===== config.mk =====
export PLATFORM = sky130hd
export DESIGN_NAME = dual_radix_addsub
export DESIGN_NICKNAME = d
export VERILOG_FILES = /design/src/rtl/addsub_pkg.sv /design/src/rtl/addsub_digit.sv /design/src/rtl/addsub_flags.sv /design/src/rtl/dual_radix_addsub.sv
export SDC_FILE = /design/constraint.sdc
export NUM_CORES = 1
export LEC_CHECK = 0
export CAP_MARGIN = 20
export CELL_PAD_IN_SITES_DETAIL_PLACEMENT = 0
export CELL_PAD_IN_SITES_GLOBAL_PLACEMENT = 2
export CORE_MARGIN = 3
export CORE_UTILIZATION = 33
export DETAILED_ROUTE_END_ITERATION = 6
export PLACE_DENSITY = 0.85
export SYNTH_ARGS = -nofsm -noshare
export SYNTH_HDL_FRONTEND = slang
export SYNTH_HIERARCHICAL = 1
export SYNTH_SLANG_ARGS = --single-unit

===== constraint.sdc =====
create_clock -name clk -period 21.8 [get_ports clk]
set_clock_uncertainty 0.15 [all_clocks]
set_input_delay 6.54 -clock clk [delete_from_list [all_inputs] [get_ports clk]]
set_output_delay 6.54 -clock clk [all_outputs]
set_load 0.01 [all_outputs]

===== src/rtl/addsub_pkg.sv =====
package addsub_pkg;
  localparam int DIGIT_W = 4;
  localparam logic [DIGIT_W-1:0] DEC_FIX = 4'd6;
  localparam logic [DIGIT_W:0]   DEC_MAX = 5'd9;

  typedef struct packed {
    logic carry;
    logic zero;
    logic neg;
    logic ovf;
    logic zero_ok;
  } flags_t;
endpackage


===== src/rtl/addsub_digit.sv =====
module addsub_digit
  import addsub_pkg::*;
(
  input  logic [DIGIT_W-1:0] a,
  input  logic [DIGIT_W-1:0] b_eff,
  input  logic               ci,
  input  logic               dec,
  input  logic               sub,
  output logic [DIGIT_W-1:0] r,
  output logic               co
);
  logic [DIGIT_W:0] raw;

  always_comb begin
    raw = {1'b0, a} + {1'b0, b_eff} + {{DIGIT_W{1'b0}}, ci};
    r   = raw[DIGIT_W-1:0];
    co  = raw[DIGIT_W];
    if (dec) begin
      if (!sub) begin
        // digit above nine: step past the six unused codes, carry on
        if (raw > DEC_MAX) begin
          r  = raw[DIGIT_W-1:0] + DEC_FIX;
          co = 1'b1;
        end
      end else if (!raw[DIGIT_W]) begin
        // digit borrowed: remove the six unused codes
        r = raw[DIGIT_W-1:0] - DEC_FIX;
      end
    end
  end
endmodule


===== src/rtl/addsub_flags.sv =====
module addsub_flags
  import addsub_pkg::*;
#(
  parameter int DATA_W = 16
) (
  input  logic [DATA_W-1:0] a,
  input  logic [DATA_W-1:0] b_eff,
  input  logic [DATA_W-1:0] sum,
  input  logic              carry_half,
  input  logic              carry_full,
  input  logic              byte_sel,
  input  logic              dec,
  input  logic              sub,
  output logic [DATA_W-1:0] res,
  output flags_t            flg
);
  localparam int HALF = DATA_W / 2;

  logic a_t, b_t, s_t;

  always_comb begin
    a_t = byte_sel ? a[HALF-1]     : a[DATA_W-1];
    b_t = byte_sel ? b_eff[HALF-1] : b_eff[DATA_W-1];
    s_t = byte_sel ? sum[HALF-1]   : sum[DATA_W-1];
    res = byte_sel ? {a[DATA_W-1:HALF], sum[HALF-1:0]} : sum;
    flg.carry   = byte_sel ? carry_half : carry_full;
    flg.zero    = byte_sel ? (sum[HALF-1:0] == '0) : (sum == '0);
    flg.neg     = s_t;
    flg.ovf     = !dec && (a_t == b_t) && (s_t != a_t);
    flg.zero_ok = !(dec && !sub);
  end
endmodule


===== src/rtl/dual_radix_addsub.sv =====
module dual_radix_addsub
  import addsub_pkg::*;
#(
  parameter int DATA_W = 16
) (
  input  logic              clk,
  input  logic              rst,
  input  logic [DATA_W-1:0] opa,
  input  logic [DATA_W-1:0] opb,
  input  logic              carry_in,
  input  logic              op_sub,
  input  logic              dec_mode,
  input  logic              byte_mode,
  output logic [DATA_W-1:0] result,
  output logic              carry_out,
  output logic              zero,
  output logic              neg,
  output logic              ovf,
  output logic              zero_ok
);
  localparam int NDIG     = DATA_W / DIGIT_W;
  localparam int HALF_DIG = NDIG / 2;
  localparam int HALF     = DATA_W / 2;

  logic [DATA_W-1:0] b_eff;
  logic [DATA_W-1:0] sum;
  logic [NDIG:0]     chain;
  logic [DATA_W-1:0] res_d;
  flags_t            flg_d;
  flags_t            flg_q;
  logic [DATA_W-1:0] res_q;

  assign b_eff    = op_sub ? ~opb : opb;
  assign chain[0] = carry_in;

  genvar g;
  generate
    for (g = 0; g < NDIG; g++) begin : g_dig
      addsub_digit u_dig (
        .a    (opa[g*DIGIT_W +: DIGIT_W]),
        .b_eff(b_eff[g*DIGIT_W +: DIGIT_W]),
        .ci   (chain[g]),
        .dec  (dec_mode),
        .sub  (op_sub),
        .r    (sum[g*DIGIT_W +: DIGIT_W]),
        .co   (chain[g+1])
      );

      // valid decimal digits added give a valid decimal digit
      assert_digit_range_R6: assert property (@(posedge clk) disable iff (rst)
        (dec_mode && !op_sub &&
         opa[g*DIGIT_W +: DIGIT_W] <= 4'd9 && opb[g*DIGIT_W +: DIGIT_W] <= 4'd9)
        |-> (sum[g*DIGIT_W +: DIGIT_W] <= 4'd9));
    end
  endgenerate

  addsub_flags #(.DATA_W(DATA_W)) u_flags (
    .a         (opa),
    .b_eff     (b_eff),
    .sum       (sum),
    .carry_half(chain[HALF_DIG]),
    .carry_full(chain[NDIG]),
    .byte_sel  (byte_mode),
    .dec       (dec_mode),
    .sub       (op_sub),
    .res       (res_d),
    .flg       (flg_d)
  );

  always_ff @(posedge clk) begin
    if (rst) begin
      res_q <= '0;
      flg_q <= '0;
    end else begin
      res_q <= res_d;
      flg_q <= flg_d;
    end
  end

  assign result    = res_q;
  assign carry_out = flg_q.carry;
  assign zero      = flg_q.zero;
  assign neg       = flg_q.neg;
  assign ovf       = flg_q.ovf;
  assign zero_ok   = flg_q.zero_ok;

  assert_reset_clear_R1: assert property (@(posedge clk)
    rst |=> (result == '0 && !carry_out && !zero && !neg && !ovf && !zero_ok));

  assert_upper_pass_R5: assert property (@(posedge clk) disable iff (rst)
    byte_mode |=> (result[DATA_W-1:HALF] == $past(opa[DATA_W-1:HALF])));

  assert_neg_byte_R8: assert property (@(posedge clk) disable iff (rst)
    byte_mode |=> (neg == result[HALF-1]));

  assert_neg_word_R8: assert property (@(posedge clk) disable iff (rst)
    !byte_mode |=> (neg == result[DATA_W-1]));

  assert_zero_match_R9: assert property (@(posedge clk) disable iff (rst)
    !byte_mode |=> (zero == (result == '0)));

  assert_zero_valid_R10: assert property (@(posedge clk) disable iff (rst)
    (dec_mode && !op_sub) |=> !zero_ok);

  assert_dec_no_ovf_R11: assert property (@(posedge clk) disable iff (rst)
    dec_mode |=> !ovf);
endmodule


Word-level counts from Yosys, hierarchy flattened
Index checks and enable logic that the tools add are counted.
- memories: 0
- bits in registers: 21
- bits of input ports: 38
- output and inout bits: 21
- ROM bits: 0
- RAM bits: 0
- latch bits: 0
- logic and storage cells: 72
- divide/modulo/power cells: 0
- reductions and logical operators: 8
- add/sub/neg operators: 16
- equal/unequal tests: 2
- magnitude comparators: 4
- bitwise operators: 1
- muxes and demuxes: 35
- $mul: 0
- shift operators: 0
- operators with widths (operator ; count):
    4-bit two-way mux ; 16
    16-bit two-way mux ; 2
    4-bit by 4-bit adder with 5-bit output ; 4
    5-bit by 1-bit adder with 5-bit output ; 4
    5-bit by 4-bit greater-than comparator with 1-bit output (second input constant) ; 4
    1-bit two-way mux ; 17
    4-bit by 3-bit adder with 4-bit output (second input constant) ; 4
    16-bit logical NOT ; 1
    16-bit inverter ; 1
    4-bit by 3-bit subtractor with 4-bit output (second input constant) ; 4
    8-bit logical NOT ; 1
    1-bit logical AND ; 3
    1-bit logical NOT ; 3
    1-bit equality test ; 1
    1-bit != test ; 1

Longest topological paths before layout
Gate-level depths: netlist (run 1).
- word-level depth: 26
- depth in mapped cells: 33
- mapped depth without buffers: 32

Cells and area by module
The synthesis (run 1) kept the hierarchy.
- by module, submodules not included (module ; area an instance (um^2) ; seq. area each (um^2) ; instances ; cells each):
    addsub_digit ; 359.1 ; 0.0 ; 4 ; 42
    dual_radix_addsub ; 733.2 ; 420.4 ; 1 ; 62
    addsub_flags ; 310.3 ; 0.0 ; 1 ; 38

Worst setup path before layout (run 1)
No wires, ideal clock.
- path type: input to register
- from: input port op_sub
- to: register flg_q, in the netlist zero
- arrival: 14.672 ns
- path slack: 6.912 ns
- cell stages on the path: 32
- required time: 21.585 ns
- library setup time: 0.065 ns
- path buffers: 1
- cells stage by stage: buf_6 > xor2_1 > fa_1 > fa_1 > xnor2_1 > ha_1 > a21boi_0 > o41ai_1 > fa_1 > fa_1 > xnor2_1 > ha_1 > a21boi_0 > o41ai_1 > fa_1 > fa_1 > xnor2_1 > ha_1 > a21boi_0 > o41ai_1 > fa_1 > fa_1 > xnor2_1 > ha_1 > a21boi_0 > o41ai_4 > mux2i_1 > o221ai_1 > nor4_1 > a21oi_1 > nor2_1 > nor2b_1
- RTL lines (what ; line ; RTL):
    start: declaration ; dual_radix_addsub.sv:11 ; input logic op_sub,
    end signal: assignment ; dual_radix_addsub.sv:76 ; flg_q <= flg_d;
    end: declaration ; dual_radix_addsub.sv:30 ; flags_t flg_q;

==> impl_metrics.tcl, run 1 <==
set metrics [dict create \
    holdPathStages 4 \
    wl_per_cell_um 14.0 \
    synth_top_area_share_pct 17.0 \
    hold_start "op_sub" \
    io_buffers 58 \
    via_per_inst 4.90 \
    syn_inst 268 \
    slowest_delay_ns 0.63 \
    dr.pass1.iters 4 \
    maxCapViolCount 0 \
    async_reset_ff_share_pct 0 \
    synthDistinctLibCells 37 \
    worstMarginPinSlew_ns 0.802 \
    crit_top_cell "fa_1" \
    timing.slew.headroom_pct 46.4 \
    power.share.clock_pct 11.9 \
    core_area_um2 7020 \
    arrival_ns 16.08 \
    antenna_found_initial 0 \
    crit_path_start_kind "input pin" \
    synth_most_common_cell "nor2b_1" \
    post-route-min-period_ns 16.03 \
    die_area_um2 8590 \
    max_freq_mhz 62.4 \
    power_density_nw_per_um2 69.7 \
    antennaDiodeCount 0 \
    tns_ns 0 \
    grt_usage_pct 13.9 \
    ys_top_cells_by_area "dfxtp_1, ha_1, fa_1" \
    pwr-share-seq_pct 21.3 \
    grt_pass1_wl_mm 9.73 \
    clk_pin_slew_ns 0.08 \
    drc 0 \
    grt_max_degree 46 \
    clockBufferDepth 2 \
    post_cts_resized 0 \
    fin_cells 414 \
    final_max_slew_viol_count 0 \
    htree_levels 1 \
    switching_share_pct 40.3 \
    drive_gt1_share_pct 9.43 \
    cts_setup_buffers 0 \
    yosysWarnings 6 \
    place_congestion 0.853 \
    ys_seq_area_share_pct 17.0 \
    ir_drop_mv 0.0209 \
    synth_edf_count 0 \
    p_leak_uw 0.00132 \
    hold_viol_final 0 \
    synth_area_um2 2480 \
    rows 30 \
    grt_pass1_vias 1984 \
    hold_end "zero_ok$_SDFF_PP0_" \
    rsz0062_at_grt "no" \
    syn_avg_cell_area_um2 9.25 \
    critPathKind "in2reg" \
    finalSetupViolCount 0 \
    wl_mm 5.81 \
    ys_ff_latch 21 \
    hold_buffers 0 \
    internal-power_uw 130 \
    synthFlopType "dfxtp_1" \
    dp_hpwl_mm 4.79 \
    fin_crit_sh_pct 73.5 \
    finalNetCount 389 \
    root_buffer "clkbuf_8" \
    hold_class "in2reg" \
    hold_slack_ns 6.88 \
    synthTopCellsByCount "nor2b_1, ha_1, dfxtp_1" \
    place_inst 410 \
    syn_nets 338 \
    drtAntennaViolNets 0 \
    gr-total-overflow 0 \
    start_util_pct 35.3 \
    cts_tree "built" \
    endpoint_kind "flip-flop" \
    synth.largest_area_cell "dfxtp_1" \
    dieHeight_um 92.7 \
    slowest_stage "o41ai_1" \
    cts_buffers 3 \
    via_count 2030 \
    cp.required_ns 21.84 \
    io_pins 59 \
    cts_sinks 21 \
    worstPathMaxFanout 45 \
    power.switching_uw 87.4 \
    p_comb_share_pct 66.7 \
    status "finished, final reports clean" \
    die_w_um 92.7 \
    area_growth_pct 25.7 \
    drtIter0Drc 59 \
]
## flip-flops by register name, indices dropped and copies added, names as in the netlist
register and flops:
ovf 1, zero_ok 1, result 16, carry_out 1, zero 1, neg 1
## critical path: cells and delay by family
family	cells	cell delay (ns)
AO/OA/AOI/OAI	10	2.59
XOR/XNOR	4	1.14
adder cells (fa/ha/maj)	12	4.28
buffers and inverters	3	0.63
multiplexers	1	0.22
AND/OR/NAND/NOR	3	0.63
## worst max-delay path by stage
| stage | startpoint | end | slack [ns] | cells past startpoint |
|---|---|---|---|---|
| 2_1_floorplan | op_sub | zero$_SDFF_PP0_ | 6.91 | 32 |
| 3_3_place_gp | op_sub | zero$_SDFF_PP0_ | 5.89 | 33 |
| 3_5_place_dp | op_sub | zero$_SDFF_PP0_ | 5.58 | 33 |
| 4_1_cts | op_sub | zero$_SDFF_PP0_ | 5.82 | 33 |
| 5_1_grt | op_sub | zero$_SDFF_PP0_ | 5.11 | 33 |
| 6_report | op_sub | zero$_SDFF_PP0_ | 5.77 | 33 |
## cells in the final DEF, fill, tap and decap left out, types with 2 or more instances in the layout
cell type        synthesis  final
and3_4                   4      4
o21bai_1                 4      4
nor2_1                  14     14
buf_4                    9      2
clkbuf_8                 0      3
xor2_1                  16     16
or2_1                    4      4
and3b_1                  2      2
and3_1                   8      8
o211ai_1                 4      4
nor3b_1                  4      4
ha_1                    24     24
nor4_1                   4      4
o41ai_4                  4      4
inv_1                   16     16
clkdlybuf4s50_1          0     57
xnor2_1                 12     12
o221ai_1                 4      4
nand2_1                  5      5
o41ai_1                  4      4
nand3_1                  4      4
a21oi_2                  4      4
nor2b_1                 25     25
a21o_1                   4      4
a21oi_1                 14     14
mux2_4                   4      4
mux2_2                   4      4
nand2b_1                14     14
mux2i_1                  8      8
a21boi_0                 4      4
dfxtp_1                 21     21
fa_1                     8      8
o21ai_0                  4      4
## layer usage
metal,share of wire [%],track usage [%],up-vias
met1,46,17.8,944
met4,1.4,3.17,0
met3,4.7,1.95,6
li1,-,-,1026
met2,48,24.7,54
met5,0,0,-
## cells by family (layout without fill, tap and decap cells)
kind of cell,count (synthesis),count (layout),synth area share (%)
and+or+nand+nor,90,90,22.2
AOI/OAI and AO/OA,51,51,17.7
adders and majority gates,32,32,18.6
buffers and inverters,30,80,7.27
xor gates and xnor gates,28,28,9.89
DFF,21,21,17.0
muxes,16,16,7.47
## cell type report
type	instances	area (um2)
fill	720	3900
multi-input combinational	217	1880
timing repair buffer	60	591
sequential	21	420
tap	96	120
inverter	16	60.1
clock buffer	3	41.3
clock inverter	1	5.00
## metrics by stage
step / worst slack (ns) / power, uW / cell area (um2) / utilization, %
finish: 5.77 / 217 / 3120 / 44.4
detailed placement: 5.58 / 193 / 3070 / 43.7
floorplan: 6.91 / 158 / 2480 / -
CTS: 5.82 / 220 / 3120 / 44.4
global placement: 5.89 / 192 / 3070 / 43.7
global route: 5.11 / 237 / 3120 / 44.4
## power groups by stage
stage | Combinational, uW | Clock, uW | Sequential (uW)
final | 145 | 25.9 | 46.3
after global routing | 162 | 28.4 | 47.0
after CTS | 146 | 27.4 | 46.4
after detailed placement | 145 | 0 | 47.3
after global placement | 145 | 0 | 47.2
after floorplan | 107 | 0 | 50.9
Note: power is estimated with default switching activity, not from simulation.
==> run 2, diff against run 1 <==
--- a/config.mk
+++ b/config.mk
@@ -9,9 +9,9 @@
 export CELL_PAD_IN_SITES_DETAIL_PLACEMENT = 0
 export CELL_PAD_IN_SITES_GLOBAL_PLACEMENT = 2
 export CORE_MARGIN = 3
-export CORE_UTILIZATION = 33
+export CORE_UTILIZATION = 31
 export DETAILED_ROUTE_END_ITERATION = 6
-export PLACE_DENSITY = 0.85
+export PLACE_DENSITY = 0.8
 export SYNTH_ARGS = -nofsm -noshare
 export SYNTH_HDL_FRONTEND = slang
 export SYNTH_HIERARCHICAL = 1
==> constraint.sdc (replaced) <==
create_clock -name clk -period 14.8 [get_ports clk]
set_clock_uncertainty 0.15 [all_clocks]
set_input_delay 4.44 -clock clk [delete_from_list [all_inputs] [get_ports clk]]
set_output_delay 4.44 -clock clk [all_outputs]
set_load 0.01 [all_outputs]
==> run 2 against run 1 <==
Effect of this change:
- sequential power increased by 49%
- die area increased by 6.0%
- routed wire length decreased by 0.41%
- via count about the same
- clock-buffer cell count is 1 higher
- combinational power increased by 46%
- worst hold slack got worse by 2.3 ns
- total power grew 48%
- sequential cell count did not move
- global-route usage shrank 0.86 points
- cell area hardly changed
==> impl_metrics.tcl, run 2 (synthesis results as in run 1) <==
set metrics [dict create \
    hold_buffers 0 \
    m1WireLength_mm 2.62 \
    via_per_inst 4.86 \
    cp_top_family "adder cells" \
    cts_buffers 3 \
    via_count 2028 \
    root_buffer "clkbuf_8" \
    antenna_found_initial 0 \
    dieHeight_um 95.4 \
    grt_max_degree 32 \
    crit_top_cell "fa_1" \
    wl_per_cell_um 13.9 \
    fin_util_pct 41.7 \
    gr-total-overflow 0 \
    fin_crit_sh_pct 93.3 \
    dr.pass1.iters 4 \
    status "finished, final reports clean" \
    grt_usage_pct 13.1 \
    worstPathMaxFanout 5 \
    clk_pin_slew_ns 0.08 \
    timing.slew.headroom_pct 40.9 \
    drtIter0Drc 65 \
    rows 31 \
    place_inst 413 \
    worst-path-buf-inv 2 \
    cts_sinks 21 \
    hold_start "op_sub" \
    die_w_um 95.4 \
    holdPathStages 3 \
    wl_met3_um 161 \
    rsz0062_at_grt "no" \
    endpoint_kind "flip-flop" \
    drtAntennaViolNets 0 \
    crit_start "opb[0]" \
    wl_met2_mm 2.95 \
    power_density_nw_per_um2 103 \
    clockBufferDepth 2 \
    wl_mm 5.78 \
    cts_tree "built" \
    maxCapViolCount 0 \
    max_freq_mhz 72.4 \
    core_area_um2 7490 \
    mostFrequentLayoutCell "clkdlybuf4s50_1" \
    post-route-min-period_ns 13.81 \
    final_max_slew_viol_count 0 \
    place_congestion 0.809 \
    drc 0 \
    p_total_uw 321 \
    arrival_ns 13.86 \
    dp_hpwl_mm 4.60 \
    htree_levels 1 \
    ir_drop_mv 0.0297 \
    start_util_pct 33.1 \
    tns_ns 0 \
    io_pins 59 \
    grt_pass1_vias 2094 \
    slowest_stage "o41ai_1" \
    p_leak_uw 0.00132 \
    mostFrequentLayoutCells "clkdlybuf4s50_1, nor2b_1, ha_1, dfxtp_1" \
    finalNetCount 389 \
    finalSetupViolCount 0 \
    critPathKind "in2reg" \
    fin_cells 417 \
    die_area_um2 9110 \
    slowest_delay_ns 0.56 \
    largest_reg_flops 16 \
    post_cts_resized 0 \
    dpl_worst_slack_ns 0.791 \
    grt_pass1_wl_mm 9.56 \
    antennaDiodeCount 0 \
    drive_gt1_share_pct 9.12 \
    worstMarginPinSlew_ns 0.883 \
    io_buffers 58 \
    area_growth_pct 25.8 \
    top_layer "met4" \
    setup_slack_ns 0.988 \
    cp.required_ns 14.85 \
    crit_path_start_kind "input pin" \
    hold_class "in2reg" \
    hold_end "zero_ok$_SDFF_PP0_" \
    hold_viol_final 0 \
    cts_setup_buffers 0 \
]
-- run 2: worst max path at each step --
stage / slack [ns] / end / depth (start not counted)
finish: 0.99 / zero$_SDFF_PP0_ / 32
global route: 0.59 / zero$_SDFF_PP0_ / 32
CTS: 1.02 / zero$_SDFF_PP0_ / 32
detailed placement: 0.79 / zero$_SDFF_PP0_ / 32
global placement: 0.89 / zero$_SDFF_PP0_ / 32
floorplan: 2.01 / zero$_SDFF_PP0_ / 32
-- run 2: cell type report --
class	instances	area, um2
flip-flops and latches	21	420
well taps	99	124
multi-input cells	217	1880
fillers	748	4370
inverters	16	60.1
clock buffers	4	45.0
repair buffers	60	591
-- run 2: report_power, final --
part | internal [uW] | switching, uW | total [uW]
Sequential | 66.2 | 2.86 | 69.0
Clock | 19.3 | 21.2 | 40.5
Combinational | 106 | 105 | 211
-- run 2: per-stage QoR --
stage	hold WS (ns)	cell area, um2
floorplan	4.36	2480
global placement	4.86	3070
detailed placement	4.86	3070
CTS	4.56	3120
global route	4.59	3120
finish	4.56	3120
-- run 2: per-layer routing --
layer / track usage [%] / up-vias
met5: 0 / -
met4: 3.20 / 0
met3: 0.868 / 5
met2: 24.3 / 41
met1: 16.3 / 953
li1: - / 1029
==> run 3, diff against run 2 <==
--- a/config.mk
+++ b/config.mk
@@ -8,8 +8,10 @@
 export CAP_MARGIN = 20
 export CELL_PAD_IN_SITES_DETAIL_PLACEMENT = 0
 export CELL_PAD_IN_SITES_GLOBAL_PLACEMENT = 2
+export CORE_ASPECT_RATIO = 0.8
 export CORE_MARGIN = 3
 export CORE_UTILIZATION = 31
+export CTS_CLUSTER_SIZE = 10
 export DETAILED_ROUTE_END_ITERATION = 6
 export PLACE_DENSITY = 0.8
 export SYNTH_ARGS = -nofsm -noshare
==> run 3 against run 2 <==
Effect of this change:
- die area about the same
- non-clock buffer count stayed put
- fmax is 1.2% higher
- critical path type unchanged
==> impl_metrics.tcl, run 3 (synthesis results as in run 1) <==
set metrics [dict create \
    crit_top_cell "fa_1" \
    finalNetCount 389 \
    switching_share_pct 40.0 \
    final_max_slew_viol_count 0 \
    fillers 798 \
    cp.depth 32 \
    endpoint "zero$_SDFF_PP0_" \
    endpoint_kind "flip-flop" \
    antenna_found_initial 0 \
    max_freq_mhz 73.3 \
    grt_pass1_wl_mm 9.84 \
    arrival_ns 13.68 \
    finalSetupViolCount 0 \
    p_comb_share_pct 66.5 \
    cts_sinks 21 \
    via_count 2005 \
    slowest_delay_ns 0.50 \
    rsz0062_at_grt "no" \
    place_congestion 0.804 \
    mostFrequentLayoutCells "clkdlybuf4s50_1, nor2b_1, ha_1, dfxtp_1" \
    via_per_inst 4.74 \
    io_buffers 58 \
    drtIter0Drc 50 \
    drc 0 \
    cts_setup_buffers 0 \
    drtAntennaViolNets 0 \
    crit_path_start_kind "input pin" \
    maxCapViolCount 0 \
    htree_levels 1 \
    grt_usage_pct 12.9 \
    timing.slew.headroom_pct 45.7 \
    gr-total-overflow 0 \
    pwr-share-seq_pct 21.4 \
    tns_ns 0 \
    power_density_nw_per_um2 102 \
    setup_slack_ns 1.15 \
    cts_tree "built" \
    hold_class "in2reg" \
    rows 28 \
    hold_slack_ns 4.80 \
    dieHeight_um 86 \
    die_area_um2 9120 \
    power.share.clock_pct 12.1 \
    core_area_um2 7570 \
    dpl_worst_slack_ns 0.909 \
    hold_buffers 0 \
    worst-path-buf-inv 2 \
    internal-power_uw 192 \
    largest_reg_flops 16 \
    die_w_um 106 \
    area_growth_pct 26.1 \
    io_pins 59 \
    fin_util_pct 41.3 \
    clockBufferDepth 2 \
    drive_gt1_share_pct 9.12 \
    wl_mm 5.81 \
    clk_pin_slew_ns 0.08 \
    critPathKind "in2reg" \
    start_util_pct 32.8 \
    cts_buffers 3 \
    cp.required_ns 14.83 \
    wl_per_cell_um 13.7 \
    antennaDiodeCount 0 \
    p_leak_uw 0.00132 \
    fin_crit_sh_pct 92.2 \
    post-route-min-period_ns 13.65 \
    crit_start "opb[0]" \
    dr.pass1.iters 4 \
    worstMarginPinSlew_ns 0.812 \
    worstPathMaxFanout 5 \
    root_buffer "clkbuf_8" \
    cp_top_family "adder cells" \
    grt_max_degree 41 \
    hold_viol_final 0 \
    grt_pass1_vias 2021 \
    status "finished, final reports clean" \
    ir_drop_mv 0.0348 \
    power.switching_uw 128 \
    dp_hpwl_mm 4.77 \
    slowest_stage "o41ai_1" \
    post_cts_resized 0 \
    mostFrequentLayoutCell "clkdlybuf4s50_1" \
]
run 3: worst min path at each step:
| stage | from | end | slack [ns] | cells after the start |
|---|---|---|---|---|
| 2_1_floorplan | rst | result[15]$_SDFF_PP0_ | 4.36 | 1 |
| 3_3_place_gp | result[9]$_SDFF_PP0_ | result[9] | 5.03 | 1 |
| 3_5_place_dp | result[8]$_SDFF_PP0_ | result[8] | 5.03 | 1 |
| 4_1_cts | opa[11] | result[11]$_SDFF_PP0_ | 4.80 | 3 |
| 5_1_grt | opa[10] | result[10]$_SDFF_PP0_ | 4.84 | 3 |
| 6_report | opa[11] | result[11]$_SDFF_PP0_ | 4.80 | 3 |
run 3: metal layers:
metal | GRT usage [%] | wire length (um) | vias to the layer above
li1 | - | - | 1036
met1 | 18.7 | 3070 | 930
met2 | 21.2 | 2510 | 39
met3 | 1.96 | 235 | 0
met4 | 1.06 | 0 | 0
met5 | 0 | 0 | -
run 3: power by group through the flow:
stage / registers [uW] / clock network [uW] / logic [uW]
after floorplan: 75.0 / 0 / 157
after global placement: 69.9 / 0 / 214
after detailed placement: 69.8 / 0 / 213
after CTS: 68.5 / 41.0 / 214
after global routing: 69.6 / 44.3 / 237
final: 68.4 / 38.5 / 213
run 3: cell type report:
class	instances	area, um2	area share [%]
Multi-Input combinational cell	217	1880	60.1
Timing Repair Buffer	60	591	18.9
Sequential cell	21	420	13.4
Tap cell	105	131	4.20
Inverter	16	60.1	1.92
Clock buffer	4	45.0	1.44
run 3: per-stage QoR:
step,cell area [um2],cells,total power (uW)
floorplan,2480,268,232
finish,3130,423,320
detailed placement,3080,419,282
global route,3130,423,350
global placement,3080,419,284
CTS,3130,423,323
